===== config.mk =====
export PLATFORM = sky130hd
export DESIGN_NAME = coin_vend_ctrl
export DESIGN_NICKNAME = d
export VERILOG_FILES = /design/src/rtl/vend_pkg.sv /design/src/rtl/vend_coin_decode.sv /design/src/rtl/vend_next_state.sv /design/src/rtl/vend_state_reg.sv /design/src/rtl/coin_vend_ctrl.sv
export SDC_FILE = /design/constraint.sdc
export NUM_CORES = 1
export LEC_CHECK = 0
export ABC_AREA = 1
export BUFFER_PORTS_ARGS = -buffer_cell sky130_fd_sc_hd__buf_4
export CORE_AREA = 2 2 39 41
export DETAILED_ROUTE_END_ITERATION = 10
export DIE_AREA = 0 0 41 43
export REMOVE_ABC_BUFFERS = 1
export SYNTH_ARGS = -nofsm -noshare
export SYNTH_HDL_FRONTEND = slang
export SYNTH_HIERARCHICAL = 1
export SYNTH_SLANG_ARGS = --single-unit

===== constraint.sdc =====
create_clock -name clk -period 2.7 [get_ports clk]
set_clock_uncertainty 0.1 [all_clocks]
set_input_delay 0.27 -clock clk [delete_from_list [all_inputs] [get_ports clk]]
set_output_delay 0.27 -clock clk [all_outputs]
set_load 0.02 [all_outputs]

===== src/rtl/vend_pkg.sv =====
package vend_pkg;

  localparam int unsigned CODE_W    = 2;
  localparam int unsigned STATE_W   = 2;
  localparam int unsigned QTR_BIT   = 1;
  localparam int unsigned DIME_BIT  = 0;

  // bit 1 = X, bit 0 = Y
  typedef enum logic [STATE_W-1:0] {
    ST_IDLE  = 2'b00,
    ST_TEN   = 2'b10,
    ST_TWENTY= 2'b01,
    ST_QTR   = 2'b11
  } vstate_t;

  typedef enum logic [1:0] {
    COIN_NONE    = 2'd0,
    COIN_DIME    = 2'd1,
    COIN_QUARTER = 2'd2,
    COIN_BAD     = 2'd3
  } coin_kind_t;

endpackage


===== src/rtl/vend_coin_decode.sv =====
module vend_coin_decode
  import vend_pkg::*;
(
  input  logic [CODE_W-1:0] code,
  output coin_kind_t        kind
);

  logic has_dime;
  logic has_qtr;

  assign has_dime = code[DIME_BIT];
  assign has_qtr  = code[QTR_BIT];

  always_comb begin
    unique case ({has_qtr, has_dime})
      2'b01:   kind = COIN_DIME;
      2'b10:   kind = COIN_QUARTER;
      2'b11:   kind = COIN_BAD;
      default: kind = COIN_NONE;
    endcase
  end

endmodule


===== src/rtl/vend_next_state.sv =====
module vend_next_state
  import vend_pkg::*;
(
  input  vstate_t    cur,
  input  coin_kind_t kind,
  output vstate_t    nxt,
  output logic       fire
);

  logic real_coin;

  assign real_coin = (kind == COIN_DIME) || (kind == COIN_QUARTER);

  always_comb begin
    nxt  = cur;
    fire = 1'b0;
    if (real_coin) begin
      unique case (cur)
        ST_IDLE: begin
          nxt = (kind == COIN_DIME) ? ST_TEN : ST_QTR;
        end
        ST_TEN: begin
          if (kind == COIN_DIME) begin
            nxt = ST_TWENTY;
          end else begin
            nxt  = ST_IDLE;
            fire = 1'b1;
          end
        end
        ST_TWENTY, ST_QTR: begin
          nxt  = ST_IDLE;
          fire = 1'b1;
        end
        default: begin
          nxt = ST_IDLE;
        end
      endcase
    end
  end

endmodule


===== src/rtl/vend_state_reg.sv =====
module vend_state_reg
  import vend_pkg::*;
(
  input  logic    clk,
  input  logic    rst,
  input  vstate_t nxt,
  input  logic    fire,
  output vstate_t cur,
  output logic    pulse
);

  always_ff @(posedge clk) begin
    if (rst) begin
      cur   <= ST_IDLE;
      pulse <= 1'b0;
    end else begin
      cur   <= nxt;
      pulse <= fire;
    end
  end

endmodule


===== src/rtl/coin_vend_ctrl.sv =====
module coin_vend_ctrl
  import vend_pkg::*;
(
  input  logic              clk,
  input  logic              rst,
  input  logic [CODE_W-1:0] coin_code,
  output logic [STATE_W-1:0] acc_state,
  output logic              vend
);

  coin_kind_t kind;
  vstate_t    cur;
  vstate_t    nxt;
  logic       fire;

  vend_coin_decode u_dec (
    .code (coin_code),
    .kind (kind)
  );

  vend_next_state u_ns (
    .cur  (cur),
    .kind (kind),
    .nxt  (nxt),
    .fire (fire)
  );

  vend_state_reg u_reg (
    .clk   (clk),
    .rst   (rst),
    .nxt   (nxt),
    .fire  (fire),
    .cur   (cur),
    .pulse (vend)
  );

  assign acc_state = cur;

endmodule


After elaboration in Yosys (flattened, before gate mapping)
Cells that the tools add are included.
{"block": "word_totals", "rom_bits": 0, "elab_cells": 21, "inputBits": 4, "latch_bits": 0, "register_bits": 3, "mem_count": 0, "ramBits": 0}
{"block": "op_classes", "eq_ne": 8, "n_bitwise": 1, "multipliers": 0, "muxes": 6, "n_reduce_logical": 4, "addsub": 0, "shift": 0, "n_lt_le_gt_ge": 0, "div": 0}
{"operator": "one-hot mux 2 bit (3 select lines)", "n": 2}
{"operator": "== test 2 bit, second input constant", "n": 5}
{"operator": "== test 2 x 1 -> 1 bit, second input constant", "n": 3}
{"operator": "OR reduction 2 bit", "n": 2}
{"operator": "two-way mux 1 bit", "n": 3}
{"operator": "logical NOT 2 bit", "n": 1}
{"operator": "one-hot mux 1 bit (2 select lines)", "n": 1}
{"operator": "logical OR 1 bit", "n": 1}
{"operator": "NOT 1 bit", "n": 1}

Logic depth before layout (Yosys ltp)
{"block": "depth", "word_depth": 6, "mapped_depth": 9}

By module
Netlist, hierarchy kept.
{"mod": "vend_state_reg", "cells_per_inst": 9, "seq_area_each_um2": 60.1, "area_per_inst_um2": 82.6, "n_inst": 1}
{"mod": "vend_next_state", "cells_per_inst": 15, "seq_area_each_um2": 0.0, "area_per_inst_um2": 65.1, "n_inst": 1}
{"mod": "vend_coin_decode", "cells_per_inst": 2, "seq_area_each_um2": 0.0, "area_per_inst_um2": 7.5, "n_inst": 1}

Worst setup path after synthesis
No wires, ideal clock.
{"block": "synth_path", "path_type": "input port to flip-flop", "start": "in coin_code[1]", "end": "reg u_reg.cur[0]", "arrival_time_ns": 0.986, "setup_ns": 0.109, "path_stages": 9, "path_buffers": 1, "slack_ns": 1.504, "path_cell_list": "clkbuf_1 inv_1 ha_1 inv_1 nand2_1 nor2_1 nor2_1 inv_1 nor2_1"}
{"block": "synth_between", "elab_chain_cells": 5, "elab_cells_between_ends": 10}
{"item": "start: declaration", "line": "coin_vend_ctrl.sv:6", "source": "input logic [CODE_W-1:0] coin_code,"}
{"item": "== test 2 bit / == test 2 x 1 -> 1 bit (equally long branches)", "line": "vend_coin_decode.sv:15", "source": "unique case ({has_qtr, has_dime})"}
{"item": "one-hot mux 2 bit (3 select lines) (*)", "line": "vend_coin_decode.sv:15"}
{"item": "== test 2 x 1 -> 1 bit", "line": "vend_next_state.sv:12, vend_next_state.sv:20, vend_next_state.sv:23"}
{"item": "two-way mux 1 bit, on equally long branches", "line": "vend_next_state.sv:23, vend_next_state.sv:20"}
{"item": "one-hot mux 2 bit (3 select lines)", "line": "vend_next_state.sv:18", "source": "unique case (cur)"}
{"item": "end signal: assignment", "line": "vend_state_reg.sv:17", "source": "cur <= nxt;"}
{"item": "end: declaration", "line": "vend_state_reg.sv:8", "source": "output vstate_t cur,"}
Every way passes the cells marked *; elsewhere a longest branch is shown, timed or not.
A chain may end at the register's enable or synchronous reset.

Worst setup path in the final report
{"block": "layout_path", "start": "reg u_reg.cur[1]", "end": "out acc_state[1]"}
{"item": "end: declaration", "line": "coin_vend_ctrl.sv:7", "source": "output logic [STATE_W-1:0] acc_state,"}
No word-level cell between the ends.

==> results.py <==
metrics = {
    "cts": {
        "cts_sinks": 3,
        "cts-root-buf": "clkbuf_4",
        "cts_max_path_buffers": 2,
        "cts_setup_buffers": 0,
        "path_clk_slew_ns": 0.04,
        "clock_latency_ns": 0.23,
        "cts-htree-levels": 1,
        "cts_resized": 0,
        "cts_tree": "done",
        "numCtsBuffers": 3,
        "cts_hold_buf": 0,
    },
    "sta": {
        "maxSlewViolCount": 0,
        "relSlewSlack_pct": 88.6,
        "fin_crit_sh_pct": 41.0,
        "tightest_slew_ns": 0.170,
        "hold_viol": 0,
        "rsz0062_at_grt": "no",
        "setup_tns_ns": 0,
        "max_freq_mhz": 904,
        "fin_crit_ns": 1.11,
        "finalSetupViolCount": 0,
    },
    "power_and_ir_drop": {
        "p_seq_share_pct": 30.9,
        "total_power_mw": 0.170,
        "power_density_mw_per_mm2": 712,
        "p_leak_nw": 0.135,
        "power_switching_mw": 0.0484,
        "comb_power_share_pct": 22.7,
        "sw_frac_of_total_pct": 28.5,
        "internal-power_mw": 0.122,
        "p_clk_share_pct": 46.5,
        "worst_ir_drop_vdd_v": 0.000121,
    },
    "global_routing": {
        "grt_max_degree": 4,
        "overflow": 0,
        "grt_pass1_vias": 134,
        "antenna_found_initial": 0,
        "grtUsageTotal_pct": 5.32,
        "grt_pass1_wl_um": 476,
    },
    "critical_path": {
        "crit_cells": 1,
        "crit_arrival_ns": 0.74,
        "crit_path_start_kind": "flop",
        "path_delay_family": "flip-flops",
        "path_class": "flop to primary output",
        "crit_buf_inv": 1,
        "r2r-end": "u_reg/cur[0]$_SDFF_PP0_",
        "reg2reg_from": "u_reg/cur[0]$_SDFF_PP0_",
        "path_max_fanout": 3,
        "slowest_stage": "dfxtp_1",
        "startpoint": "u_reg/cur[1]$_SDFF_PP0_",
        "cpPeakStageDelay_ns": 0.35,
        "worst_ep_required_time_ns": 2.33,
        "cp-end-kind": "primary output",
        "r2r_slack_ns": 1.75,
        "cp-endpoint": "acc_state[1]",
        "cp_cell_sequence": "buf_4",
        "reg2reg_depth": 7,
    },
    "logic_synthesis": {
        "synth-seq-area-share_pct": 38.7,
        "synthCells": 26,
        "yosysTopAreaCellShare_pct": 38.7,
        "synth_common_cells": "nand2_1, inv_1, nor2_1, dfxtp_1, clkbuf_1",
        "syn_area_um2": 155,
        "synth_edf_count": 0,
        "synth_top_cells_by_area": "dfxtp_1, nand2_1, inv_1, nor2_1, ha_1",
        "synthArstFlopShare_pct": 0,
        "syn_area_per_cell_um2": 5.97,
        "ys_ff_latch": 3,
        "synth.most_common_cell": "nand2_1",
        "synth_ff_type": "dfxtp_1",
        "ys_types": 6,
        "yosys.area.top_type": "dfxtp_1",
        "ys_warn_count": 6,
    },
    "placed_design": {
        "postPlaceCellArea_um2": 213,
        "portBuffers": 6,
        "gp_congestion": 0.605,
        "dp_hpwl_um": 250,
    },
    "worst_hold_path": {
        "worst_hold_path_type": "input port to flop",
    },
    "detailed_routing": {
        "drtAntennaViolNets": 0,
        "drc": 0,
        "vias": 165,
        "wire_per_inst_um": 6.18,
        "dr.first_iter.drc_count": 7,
        "drt-total-wl_um": 309,
        "drtPass1Iterations": 4,
        "vias_per_cell": 3.30,
    },
    "floorplanning": {
        "io_pins": 7,
        "initial_utilization_pct": 11.2,
        "core.rowCount": 14,
        "die-width_um": 41,
        "fp.dieH_um": 43,
        "dieArea_mm2": 0.00176,
        "core_area_mm2": 0.00138,
    },
    "cells_and_area": {
        "drive_gt1_share_pct": 26.5,
        "final_util_pct": 17.3,
        "area_growth_pct": 54.0,
        "fin_nets": 40,
        "diodes": 0,
        "fin_area_um2": 239,
    },
    "status": {
        "outcome": "complete, no violations",
    },
    "job": {
        "maxCapViolations": 0,
    },
}
==> layer usage <==
metal	part of all wire, %	global-route usage (%)	wire, um
met5	0	0	0
met1	40	3.21	123
met3	17	8.38	52
met2	43	5.63	133
met4	0	6.00	0
==> worst min path at each step <==
stage | start | endpoint | slack [ns] | cells after the start
after floorplan | rst | u_reg/cur[0]$_SDFF_PP0_ | 0.24 | 1
after global placement | rst | u_reg/cur[1]$_SDFF_PP0_ | 0.35 | 2
after detailed placement | rst | u_reg/cur[0]$_SDFF_PP0_ | 0.35 | 2
after CTS | rst | u_reg/cur[0]$_SDFF_PP0_ | 0.1 | 2
after global routing | rst | u_reg/cur[1]$_SDFF_PP0_ | 0.1 | 2
final | rst | u_reg/cur[0]$_SDFF_PP0_ | 0.11 | 2
==> cells in the final DEF (no fill, tap or decap) <==
cell	count
clkbuf_1	1
inv_1	6
dfxtp_1	3
ha_1	1
clkbuf_4	3
buf_4	6
nand2_1	8
nor2_1	6
==> logic make-up (layout without fill, tap and decap cells) <==
| logic type | Yosys count | after routing | synth area share [%] |
|---|---|---|---|
| flip-flops | 3 | 3 | 38.7 |
| buffers and inverters | 8 | 16 | 19.4 |
| adder cells (fa/ha/maj) | 1 | 1 | 8.06 |
| AND/OR/NAND/NOR | 14 | 14 | 33.9 |
==> registers in the layout, indices dropped and copies added, names as in the netlist <==
| name | count |
|---|---|
| u_reg/pulse | 1 |
| u_reg/cur | 2 |
==> stage by stage <==
| step | cells | setup WS (ns) | hold WS (ns) |
|---|---|---|---|
| after CTS | 50 | 1.58 | 0.0961 |
| after global placement | 46 | 1.42 | 0.349 |
| after floorplan | 24 | 1.58 | 0.241 |
| after global routing | 50 | 1.54 | 0.0952 |
| final | 50 | 1.59 | 0.108 |
| after detailed placement | 46 | 1.41 | 0.350 |
==> area by class of cell <==
type / count / area (um^2)
Fill cell: 161 / 1140
Clock buffer: 4 / 26.3
Timing Repair Buffer: 6 / 45.0
Inverter: 6 / 22.5
Sequential cell: 3 / 60.1
Tap cell: 16 / 20.0
Multi-Input combinational cell: 15 / 65.1
==> power groups by stage <==
stage	Combinational, mW	Clock (mW)	Sequential [mW]
after global placement	0.0383	0	0.0534
after global routing	0.0436	0.0927	0.0533
after detailed placement	0.0384	0	0.0534
final	0.0386	0.0791	0.0526
after floorplan	0.0187	0	0.0589
after CTS	0.0387	0.0844	0.0526
Power figures use the tool's default switching activity.
